### src/rtl/tla_pkg.sv
package tla_pkg;
  typedef enum logic [2:0] {
    S_IDLE,
    S_PRE,
    S_HI,
    S_LO,
    S_POST,
    S_HOLD
  } tla_state_e;
endpackage

### src/rtl/tla_delay_timer.sv
module tla_delay_timer #(
  parameter int unsigned MAX_CYCLES = 16,
  localparam int unsigned CW = (MAX_CYCLES < 2) ? 1 : $clog2(MAX_CYCLES + 1)
) (
  input  logic          clk,
  input  logic          rst,
  input  logic          load,
  input  logic [CW-1:0] load_val,
  output logic          expired
);
  logic [CW-1:0] cnt;

  always_ff @(posedge clk) begin
    if (rst) begin
      cnt <= '0;
    end else if (load) begin
      cnt <= load_val;
    end else if (cnt != '0) begin
      cnt <= cnt - 1'b1;
    end
  end

  assign expired = (cnt == '0);


  count_down_chk: assert property (@(posedge clk) disable iff (rst)
    (!load && cnt != '0) |=> (cnt == $past(cnt) - 1'b1));
endmodule

### src/rtl/tla_word_select.sv
module tla_word_select #(
  parameter int unsigned NUM_SLOTS = 4,
  parameter int unsigned WORD_W    = 16,
  parameter logic [WORD_W-1:0] NO_TRIG = '1,
  localparam int unsigned IDX_W = (NUM_SLOTS < 2) ? 1 : $clog2(NUM_SLOTS),
  localparam int unsigned CNT_W = $clog2(NUM_SLOTS + 1)
) (
  input  logic [IDX_W-1:0]            sel_idx,
  input  logic [CNT_W-1:0]            pat_count,
  input  logic [NUM_SLOTS*WORD_W-1:0] pat_hi_flat,
  input  logic [NUM_SLOTS*WORD_W-1:0] pat_lo_flat,
  output logic [WORD_W-1:0]           hi_word,
  output logic [WORD_W-1:0]           lo_word
);
  logic [WORD_W-1:0] hi_arr [NUM_SLOTS];
  logic [WORD_W-1:0] lo_arr [NUM_SLOTS];
  logic [NUM_SLOTS-1:0] hit;

  for (genvar g = 0; g < NUM_SLOTS; g++) begin : g_slot
    assign hi_arr[g] = pat_hi_flat[g*WORD_W +: WORD_W];
    assign lo_arr[g] = pat_lo_flat[g*WORD_W +: WORD_W];
    assign hit[g]    = (sel_idx == IDX_W'(g));
  end

  logic configured;
  assign configured = (CNT_W'(sel_idx) < pat_count);

  always_comb begin
    hi_word = NO_TRIG;
    lo_word = NO_TRIG;
    for (int i = 0; i < NUM_SLOTS; i++) begin
      if (hit[i] && configured) begin
        hi_word = hi_arr[i];
        lo_word = lo_arr[i];
      end
    end
  end
endmodule

### src/rtl/tla_loader.sv
module tla_loader
  import tla_pkg::*;
#(
  parameter int unsigned NUM_SLOTS   = 4,
  parameter int unsigned WORD_W      = 16,
  parameter logic [WORD_W-1:0] NO_TRIG = '1,
  parameter int unsigned PRE_CYCLES  = 200_000_000,
  parameter int unsigned POST_CYCLES = 150_000_000,
  parameter int unsigned HOLD_CYCLES = 150_000_000,
  localparam int unsigned IDX_W = (NUM_SLOTS < 2) ? 1 : $clog2(NUM_SLOTS),
  localparam int unsigned CNT_W = $clog2(NUM_SLOTS + 1)
) (
  input  logic                        clk,
  input  logic                        rst,
  input  logic                        start,
  input  logic [CNT_W-1:0]            pat_count,
  input  logic [NUM_SLOTS*WORD_W-1:0] pat_hi_flat,
  input  logic [NUM_SLOTS*WORD_W-1:0] pat_lo_flat,
  input  logic                        word_ready,
  output logic                        word_valid,
  output logic [WORD_W-1:0]           word_data,
  output logic                        cs_out,
  output logic                        slot_beat,
  output logic                        busy,
  output logic                        done
);
  localparam int unsigned TMR_MAX0 = (PRE_CYCLES > POST_CYCLES) ? PRE_CYCLES : POST_CYCLES;
  localparam int unsigned TMR_MAX  = (TMR_MAX0 > HOLD_CYCLES) ? TMR_MAX0 : HOLD_CYCLES;
  localparam int unsigned TMR_W    = (TMR_MAX < 2) ? 1 : $clog2(TMR_MAX + 1);
  localparam logic [IDX_W-1:0] LAST_SLOT = IDX_W'(NUM_SLOTS - 1);

  tla_state_e state;
  logic [IDX_W-1:0] slot;
  logic [IDX_W-1:0] sel_idx;
  logic [WORD_W-1:0] hi_word, lo_word;
  logic tmr_load, tmr_exp;
  logic [TMR_W-1:0] tmr_val;
  logic xfer;

  assign xfer = word_valid && word_ready;

  // In the low-word state the selector looks ahead to the next slot.
  assign sel_idx = (state == S_LO) ? IDX_W'(slot + 1'b1) : slot;

  tla_word_select #(
    .NUM_SLOTS(NUM_SLOTS),
    .WORD_W   (WORD_W),
    .NO_TRIG  (NO_TRIG)
  ) u_sel (
    .sel_idx    (sel_idx),
    .pat_count  (pat_count),
    .pat_hi_flat(pat_hi_flat),
    .pat_lo_flat(pat_lo_flat),
    .hi_word    (hi_word),
    .lo_word    (lo_word)
  );

  always_comb begin
    tmr_load = 1'b0;
    tmr_val  = '0;
    case (state)
      S_IDLE: if (start) begin
        tmr_load = 1'b1;
        tmr_val  = TMR_W'(PRE_CYCLES - 1);
      end
      S_LO: if (xfer && slot == LAST_SLOT) begin
        tmr_load = 1'b1;
        tmr_val  = TMR_W'(POST_CYCLES - 1);
      end
      S_POST: if (tmr_exp) begin
        tmr_load = 1'b1;
        tmr_val  = TMR_W'(HOLD_CYCLES - 1);
      end
      default: ;
    endcase
  end

  tla_delay_timer #(.MAX_CYCLES(TMR_MAX)) u_tmr (
    .clk     (clk),
    .rst     (rst),
    .load    (tmr_load),
    .load_val(tmr_val),
    .expired (tmr_exp)
  );

  always_ff @(posedge clk) begin
    if (rst) begin
      state      <= S_IDLE;
      slot       <= '0;
      cs_out     <= 1'b0;
      word_valid <= 1'b0;
      word_data  <= '0;
      slot_beat  <= 1'b0;
      done       <= 1'b0;
    end else begin
      slot_beat <= 1'b0;
      case (state)
        S_IDLE: begin
          if (start) begin
            cs_out <= 1'b1;
            done   <= 1'b0;
            slot   <= '0;
            state  <= S_PRE;
          end
        end
        S_PRE: begin
          if (tmr_exp) begin
            word_valid <= 1'b1;
            word_data  <= hi_word;
            state      <= S_HI;
          end
        end
        S_HI: begin
          if (xfer) begin
            word_data <= lo_word;
            state     <= S_LO;
          end
        end
        S_LO: begin
          if (xfer) begin
            slot_beat <= 1'b1;
            if (slot == LAST_SLOT) begin
              word_valid <= 1'b0;
              state      <= S_POST;
            end else begin
              slot      <= IDX_W'(slot + 1'b1);
              word_data <= hi_word;
              state     <= S_HI;
            end
          end
        end
        S_POST: begin
          if (tmr_exp) begin
            cs_out <= 1'b0;
            state  <= S_HOLD;
          end
        end
        S_HOLD: begin
          if (tmr_exp) begin
            done  <= 1'b1;
            state <= S_IDLE;
          end
        end
        default: state <= S_IDLE;
      endcase
    end
  end

  assign busy = (state != S_IDLE);


  valid_hold_chk: assert property (@(posedge clk) disable iff (rst)
    (word_valid && !word_ready) |=> (word_valid && $stable(word_data)));


  valid_in_cs_chk: assert property (@(posedge clk) disable iff (rst)
    word_valid |-> cs_out);


  beat_after_lo_chk: assert property (@(posedge clk) disable iff (rst)
    slot_beat |-> $past(state == S_LO && xfer));


  done_busy_excl_chk: assert property (@(posedge clk) disable iff (rst)
    !(done && busy));


  cs_rise_from_idle_chk: assert property (@(posedge clk) disable iff (rst)
    $rose(cs_out) |-> ($past(state) == S_IDLE && $past(start)));
endmodule

### config.mk
export PLATFORM = sky130hd
export DESIGN_NAME = tla_loader
export DESIGN_NICKNAME = d
export VERILOG_FILES = /design/src/rtl/tla_pkg.sv /design/src/rtl/tla_delay_timer.sv /design/src/rtl/tla_word_select.sv /design/src/rtl/tla_loader.sv
export SDC_FILE = /design/constraint.sdc
export NUM_CORES = 1
export LEC_CHECK = 0
export BUFFER_PORTS_ARGS = -buffer_cell sky130_fd_sc_hd__buf_4
export CELL_PAD_IN_SITES_DETAIL_PLACEMENT = 1
export CELL_PAD_IN_SITES_GLOBAL_PLACEMENT = 2
export CORE_MARGIN = 8
export CORE_UTILIZATION = 28
export DETAILED_ROUTE_END_ITERATION = 8
export PLACE_DENSITY_LB_ADDON = 0.2
export SLEW_MARGIN = 20
export SYNTH_ARGS = -nofsm -noshare
export SYNTH_HDL_FRONTEND = slang
export SYNTH_SLANG_ARGS = --single-unit
### constraint.sdc
create_clock -name clk -period 6.5 [get_ports clk]
set_clock_uncertainty 0.05 [all_clocks]
set_input_delay 0.325 -clock clk [delete_from_list [all_inputs] [get_ports clk]]
set_output_delay 0.325 -clock clk [all_outputs]
set_load 0.01 [all_outputs]
# After elaboration in Yosys (flattened, before gate mapping)
# Cells that the tools add are included.
# totals
mem_bits_ro	0
inputBits	135
ff_bits	53
ram_bits	0
word_cells	99
latch_bits	0
output_inout_bits	21
n_memories	0
# classes
mul	0
eq_ne	17
n_reduce_logical	24
addsub	2
shift	0
div_mod_pow	0
bitwise_logic	1
magnitude_cmp	1
mux	46
# op_table
operator	count
$mux 16	12
$mux 28	5
$pmux 28 s3	1
$pmux 16 s3	1
$logic_not 28->1	1
$reduce_bool 28->1	1
$sub 28x1->28 const B	1
$mux 3	7
$pmux 3 s6	1
$ne 2x2->1 const B	7
$mux 1	10
$reduce_bool 2->1	5
$mux 2	4
$reduce_and 4->1	2
$eq 2x2->1 const B	3
$eq 3x2->1 const B	2
$eq 3x3->1 const B	2
$logic_and 1x1->1	6
$pmux 1 s2	3
$reduce_and 3->1	2
$reduce_and 6->1	1
$reduce_bool 3->1	2
$reduce_and 5->1	1
$pmux 2 s2	1
other kinds (10)	10

# Longest topological paths before layout
# logic_depth
depth_word	11
mapped_depth	11
depth_no_buf	9

# By module
# Synthesis repeated with hierarchy kept, for this count alone.
# unflattened
hier_cells	614
area_unflattened_um2	4948.5
# by_module_without_submodules
mod	area_each_um2	n_inst	cells_each	seq_area_each_um2
tla_word_select	1948.1	1	275	0.0
tla_delay_timer	1652.8	1	194	560.5
tla_loader	1347.5	1	145	500.5

# Worst setup path before layout
# Ideal clock, no wire load.
# synth_path
path_kind	register to register
startpoint	register state[1]
endpoint	register word_data[14]
setup_time_ns	0.135
stages_incl_launch_ff	12
n_path_buf	3
required_time_ns	6.315
arrival_ns	2.787
synth_period_minus_slack_ns	2.972
path_slack_ns	3.528
cell_sequence	dfxtp_1 -> clkbuf_1 -> nand4b_1 -> o21ai_1 -> clkbuf_1 -> ha_1 -> o21bai_1 -> a31oi_1 -> nor2_1 -> clkbuf_1 -> a211o_1 -> a311oi_2
# synth_via
elab_chain_len	11
elab_cells_between_ends	32
classes_between	order compare (1); eq/ne (10); mux (14); reduce/logical (7)
# synth_lines
item	line_no	rtl
start, declared	tla_loader.sv:32	tla_state_e state;
start signal, assigned	tla_loader.sv:88	state <= S_IDLE;
start signal, assigned	tla_loader.sv:103	state <= S_PRE;
start signal, assigned	tla_loader.sv:110	state <= S_HI;
$eq 3x2->1	tla_loader.sv:43, tla_loader.sv:97	
$mux 2	tla_loader.sv:43	assign sel_idx = (state == S_LO) ? IDX_W'(slot + 1'b1) : slot;
$lt 2x3->1 / $logic_not 2->1 (equally long branches)	tla_word_select.sv:26, tla_word_select.sv:22	
$logic_and 1x1->1	tla_word_select.sv:32	if (hit[i] && configured) begin
$mux 16 (4 in a row)	tla_word_select.sv:32	
$mux 16	tla_loader.sv:122	if (slot == LAST_SLOT) begin
$mux 16	tla_loader.sv:120	if (xfer) begin
$pmux 16 s3	tla_loader.sv:97	case (state)
end signal, assigned	tla_loader.sv:109	word_data <= hi_word;
end signal, assigned	tla_loader.sv:115	word_data <= lo_word;
end signal, assigned	tla_loader.sv:127	word_data <= hi_word;
end, declared	tla_loader.sv:21	output logic [WORD_W-1:0] word_data,
# Parallel ways exist; a longest one is shown, timed or not. The select of a mux whose other input is x is not followed.
# A chain may end at the register's enable or synchronous reset.

# Worst setup path after layout
# layout_path
startpoint	register state[2]
endpoint	register word_data[10]
# The elaborated chain is that of the path after synthesis.

==> summary.txt <==
Critical path
  • Worst path slowest cell: nor2_1
  • Cell-by-cell listing of the critical path: and3b_1 > o21ai_2 > ha_1 > o21bai_2 > a31oi_1 > nor2_1 > a211o_1 > a311oi_2
  • CP max stage delay: 0.71 ns
  • Arrival time at the worst endpoint: 3.92 ns
  • Reg-to-reg setup timing slack: approximately 2.7 ns
  • Startpoint of the most critical register-to-register path: state[2]
  • Crit path max fanout: 18
  • CP Data Required Time: 6.61 ns
  • Worst Reg-to-Reg Cells: 8
  • Kind of start point of the critical path: register
  • Critical path class: reg2reg
  • Element type at the critical path end: register
  • Worst reg2reg endpoint: word_data[10]

Floorplanning
  • Starting utilization of the core area: ~29%
  • Core Area: 12620 um^2
  • Die area: 16770 um^2
  • Number of rows in the core area: 41
  • Overall die height: 129.5 um
  • Number of top-level design ports: 156
  • Horiz. Die Dim: 129.5 um

Timing
  • Unrepaired setup endpoints after global routing: no
  • Setup Viol. Count Final: 0
  • Setup TNS: 0 ns
  • Max Slew Vio Count: 0
  • Final period demand of the worst path: 3.811 ns
  • Count of final hold-check violations: 0
  • Least-Margin Pin Slew: 1.013 ns
  • Crit share post-route: 58.63%
  • Rel. slew slack: roughly 32%
  • Max frequency: 0.2624 GHz

Layout
  • Number of nets in the layout: 711
  • Final non-filler cell area: 5069 um^2
  • Finished Core Util: between 40% and 50%
  • Antenna diode instance count: 0
  • Final cell count without fillers: about 750
  • Proportion of layout cells with a drive suffix above 1: 34.38%
  • Area growth from synthesis to layout: 40.56%
  • Layout filler cell count: 1593

Synth
  • Gate count after technology mapping: between 400 and 500
  • Synthesized-area fraction occupied by ao, oa, aoi and oai cells: 20.06%
  • Post-Synthesis Cell Area: 3606 um^2
  • Most common cell in the netlist: dfxtp_1
  • Most instantiated cells after synthesis: dfxtp_1 (53), nor2_1 (42), nand3_1 (37)
  • Cell type contributing the most total cell area after synthesis: dfxtp_1
  • EDFF count, synth: 0
  • Share of Yosys cell area claimed by the top area cell type: 29.42%
  • Part of the Yosys area used for sequential elements: 29.42%
  • Dominant combinational cell family by area after synthesis: simple AND/OR/NAND/NOR gates
  • Adder-cell share of the synthesized area: 1.388%
  • Mean area per synthesized cell: 8.233 um^2
  • Share of async-settable or async-resettable flops after synthesis: 0%
  • Synthesized flop and latch total: 53
  • Synth top area cells: dfxtp_1 (29%), mux4_2 (6.9%), nand3_1 (5.1%), nor2_1 (4.4%), mux2i_1 (4.2%)
  • Simple-gate share of the synthesized area: 25.92%
  • Yosys Warn Count: 0
  • Synth cell types: 52
  • Synthesized Nets: 577
  • Post-synthesis share of cell area spent on xor and xnor gates: 6.072%
  • Post-synthesis mux area share: 11.97%
  • Main synth FF type: dfxtp_1

Clocking
  • Number of buffers added to fix hold violations after cts: 0
  • Number of cells upsized or downsized after cts: 0
  • Clock latency at the later pin of the worst-skew pair: 0.30 ns
  • Clock tree from TritonCTS: done
  • Bufs on Longest Clock Path: 2
  • Clk sinks: 53
  • Post-CTS setup-driven buffer insertion count: 0
  • Buffer type at the clock tree root: clkbuf_16
  • Total clock buffers created by CTS: 5
  • Clk slew on worst S/H paths: ~0.07 ns
  • Maximum level of the CTS H-tree: 2

Global route
  • Number of global-route vias before repair: 4355
  • First-pass GRT wire length: 23.93 mm
  • Pin count of the biggest net entering global routing: 52
  • Number of antenna violations at the first check in global routing: 0
  • All-layer global routing usage: 18.32%
  • Remaining global-route overflow: 0

Place
  • Placement-stage cell area: 4876 um^2
  • Port-buffer cells: 155
  • Placed cell count: 737
  • Final HPWL DP: about 12 mm
  • RePlAce Congestion: about 0.82

Detailed routing
  • Avg Vias per Cell: 5.318
  • Routed Wire Length: ~15 mm
  • Drt first pass iters: 4
  • Wire length per cell after detailed routing: ~20 um
  • Routed Antenna Nets: 0
  • DRC violation count after routing: 0
  • Detailed Route Iter0 Violations: 177
  • Routed vias: 3962

Power
  • Cell-internal power: 0.7748 mW
  • Peak supply drop: 111.1 uV
  • Static power due to leakage: 2.012 nW
  • Sequential power share: 37.5%
  • Power Density: around 240 nW/um^2
  • Switching pwr: approximately 0.44 mW
  • Total power consumption of the routed design: around 1.2 mW
  • Sw Ratio: 36.24%
  • Proportion of power drawn by combinational gates: a little over a third
  • Clk pwr share: about a quarter

Hold path
  • Hold endpoint: slot_beat
  • Worst hold start: word_ready
  • Hold Path Stages: 3
  • Class of the tightest hold or removal check: in2reg

Run status
  • Outcome: complete, no violations

Job
  • Number of max-cap violations: 0
[how the worst max path moves through the flow]
| stage | slack, ns | endpoint | cells after the start | start |
|---|---|---|---|---|
| after floorplan | 3.53 | word_data[14] | 11 | state[1] |
| after global placement | 2.10 | word_data[14] | 8 | state[2] |
| final | 2.69 | word_data[10] | 8 | state[2] |
| after detailed placement | 1.90 | word_data[10] | 8 | state[2] |
| after CTS | 1.87 | word_data[10] | 8 | state[2] |
| after global routing | 2.36 | word_data[10] | 8 | state[2] |
[state kept, by name (all words and copies together), names as in the netlist]
register	cells
u_tmr.cnt	28
word_data	16
state	3
slot	2
cs_out	1
done	1
slot_beat	1
word_valid	1
[cell families after synthesis]
family,count (synthesis)
simple gates,183
compound gates,103
mux,29
xor+xnor,25
buf+inv,41
flops,53
fa+ha+maj,4
[critical path, delay by kind of cell (launching register included)]
family          cells  cell delay [ns]
compound gates      5             1.62
simple gates        2             1.02
flops               1             0.59
fa+ha+maj           1             0.38
[through the flow]
step | setup WS, ns | hold WS [ns]
after detailed placement | 1.900 | 0.4099
after floorplan | 3.528 | 0.4262
after CTS | 1.868 | 0.3560
after global placement | 2.105 | 0.4099
final | 2.689 | 0.3538
after global routing | 2.364 | 0.3747
[cell usage in the layout, fill, tap and decap left out, types with 3 or more instances in the layout]
| cell type | n |
|---|---|
| nor4_1 | 13 |
| a31oi_1 | 4 |
| nor3_1 | 16 |
| or4_4 | 3 |
| nand2b_1 | 3 |
| a21oi_1 | 28 |
| o22ai_1 | 15 |
| inv_1 | 9 |
| nand2_1 | 36 |
| a311oi_1 | 3 |
| or3_1 | 6 |
| mux4_2 | 11 |
| xnor2_1 | 16 |
| clkbuf_16 | 5 |
| o21ai_0 | 4 |
| mux2_2 | 3 |
| nand4b_1 | 4 |
| dfxtp_1 | 53 |
| buf_4 | 159 |
| a211o_1 | 11 |
| a311oi_2 | 4 |
| mux2i_1 | 15 |
| xor2_1 | 8 |
| or4_1 | 4 |
| nor2_1 | 42 |
| a211oi_1 | 10 |
| ha_1 | 4 |
| nand4_1 | 6 |
| o211ai_1 | 11 |
| nand3_1 | 37 |
[area by class of cell]
cell class	instances	area, um^2	area share [%]
Multi-Input combinational cell	344	2389	47.12
Inverter	9	33.78	0.6665
Clock buffer	6	138.9	2.740
Clock inverter	2	37.54	0.7406
Timing Repair Buffer	159	1194	23.55
Tap cell	172	215.2	4.246
Sequential cell	53	1061	20.93
[power groups by stage]
| stage | Clock [mW] | Combinational [mW] | Sequential, mW |
|---|---|---|---|
| 4_1_cts | 0.331 | 0.434 | 0.455 |
| 3_3_place_gp | 0 | 0.424 | 0.457 |
| 5_1_grt | 0.346 | 0.485 | 0.469 |
| 3_5_place_dp | 0 | 0.430 | 0.462 |
| 6_report | 0.322 | 0.438 | 0.455 |
| 2_1_floorplan | 0 | 0.294 | 0.435 |
[per-layer routing]
layer / global-route usage, % / part of all wire, %
met5: 0 / 0
met4: 4.713 / 1.5
met3: 4.725 / 5.3
met2: 31.99 / 51
met1: 21.82 / 43
Note: power is estimated with default switching activity, not from simulation.
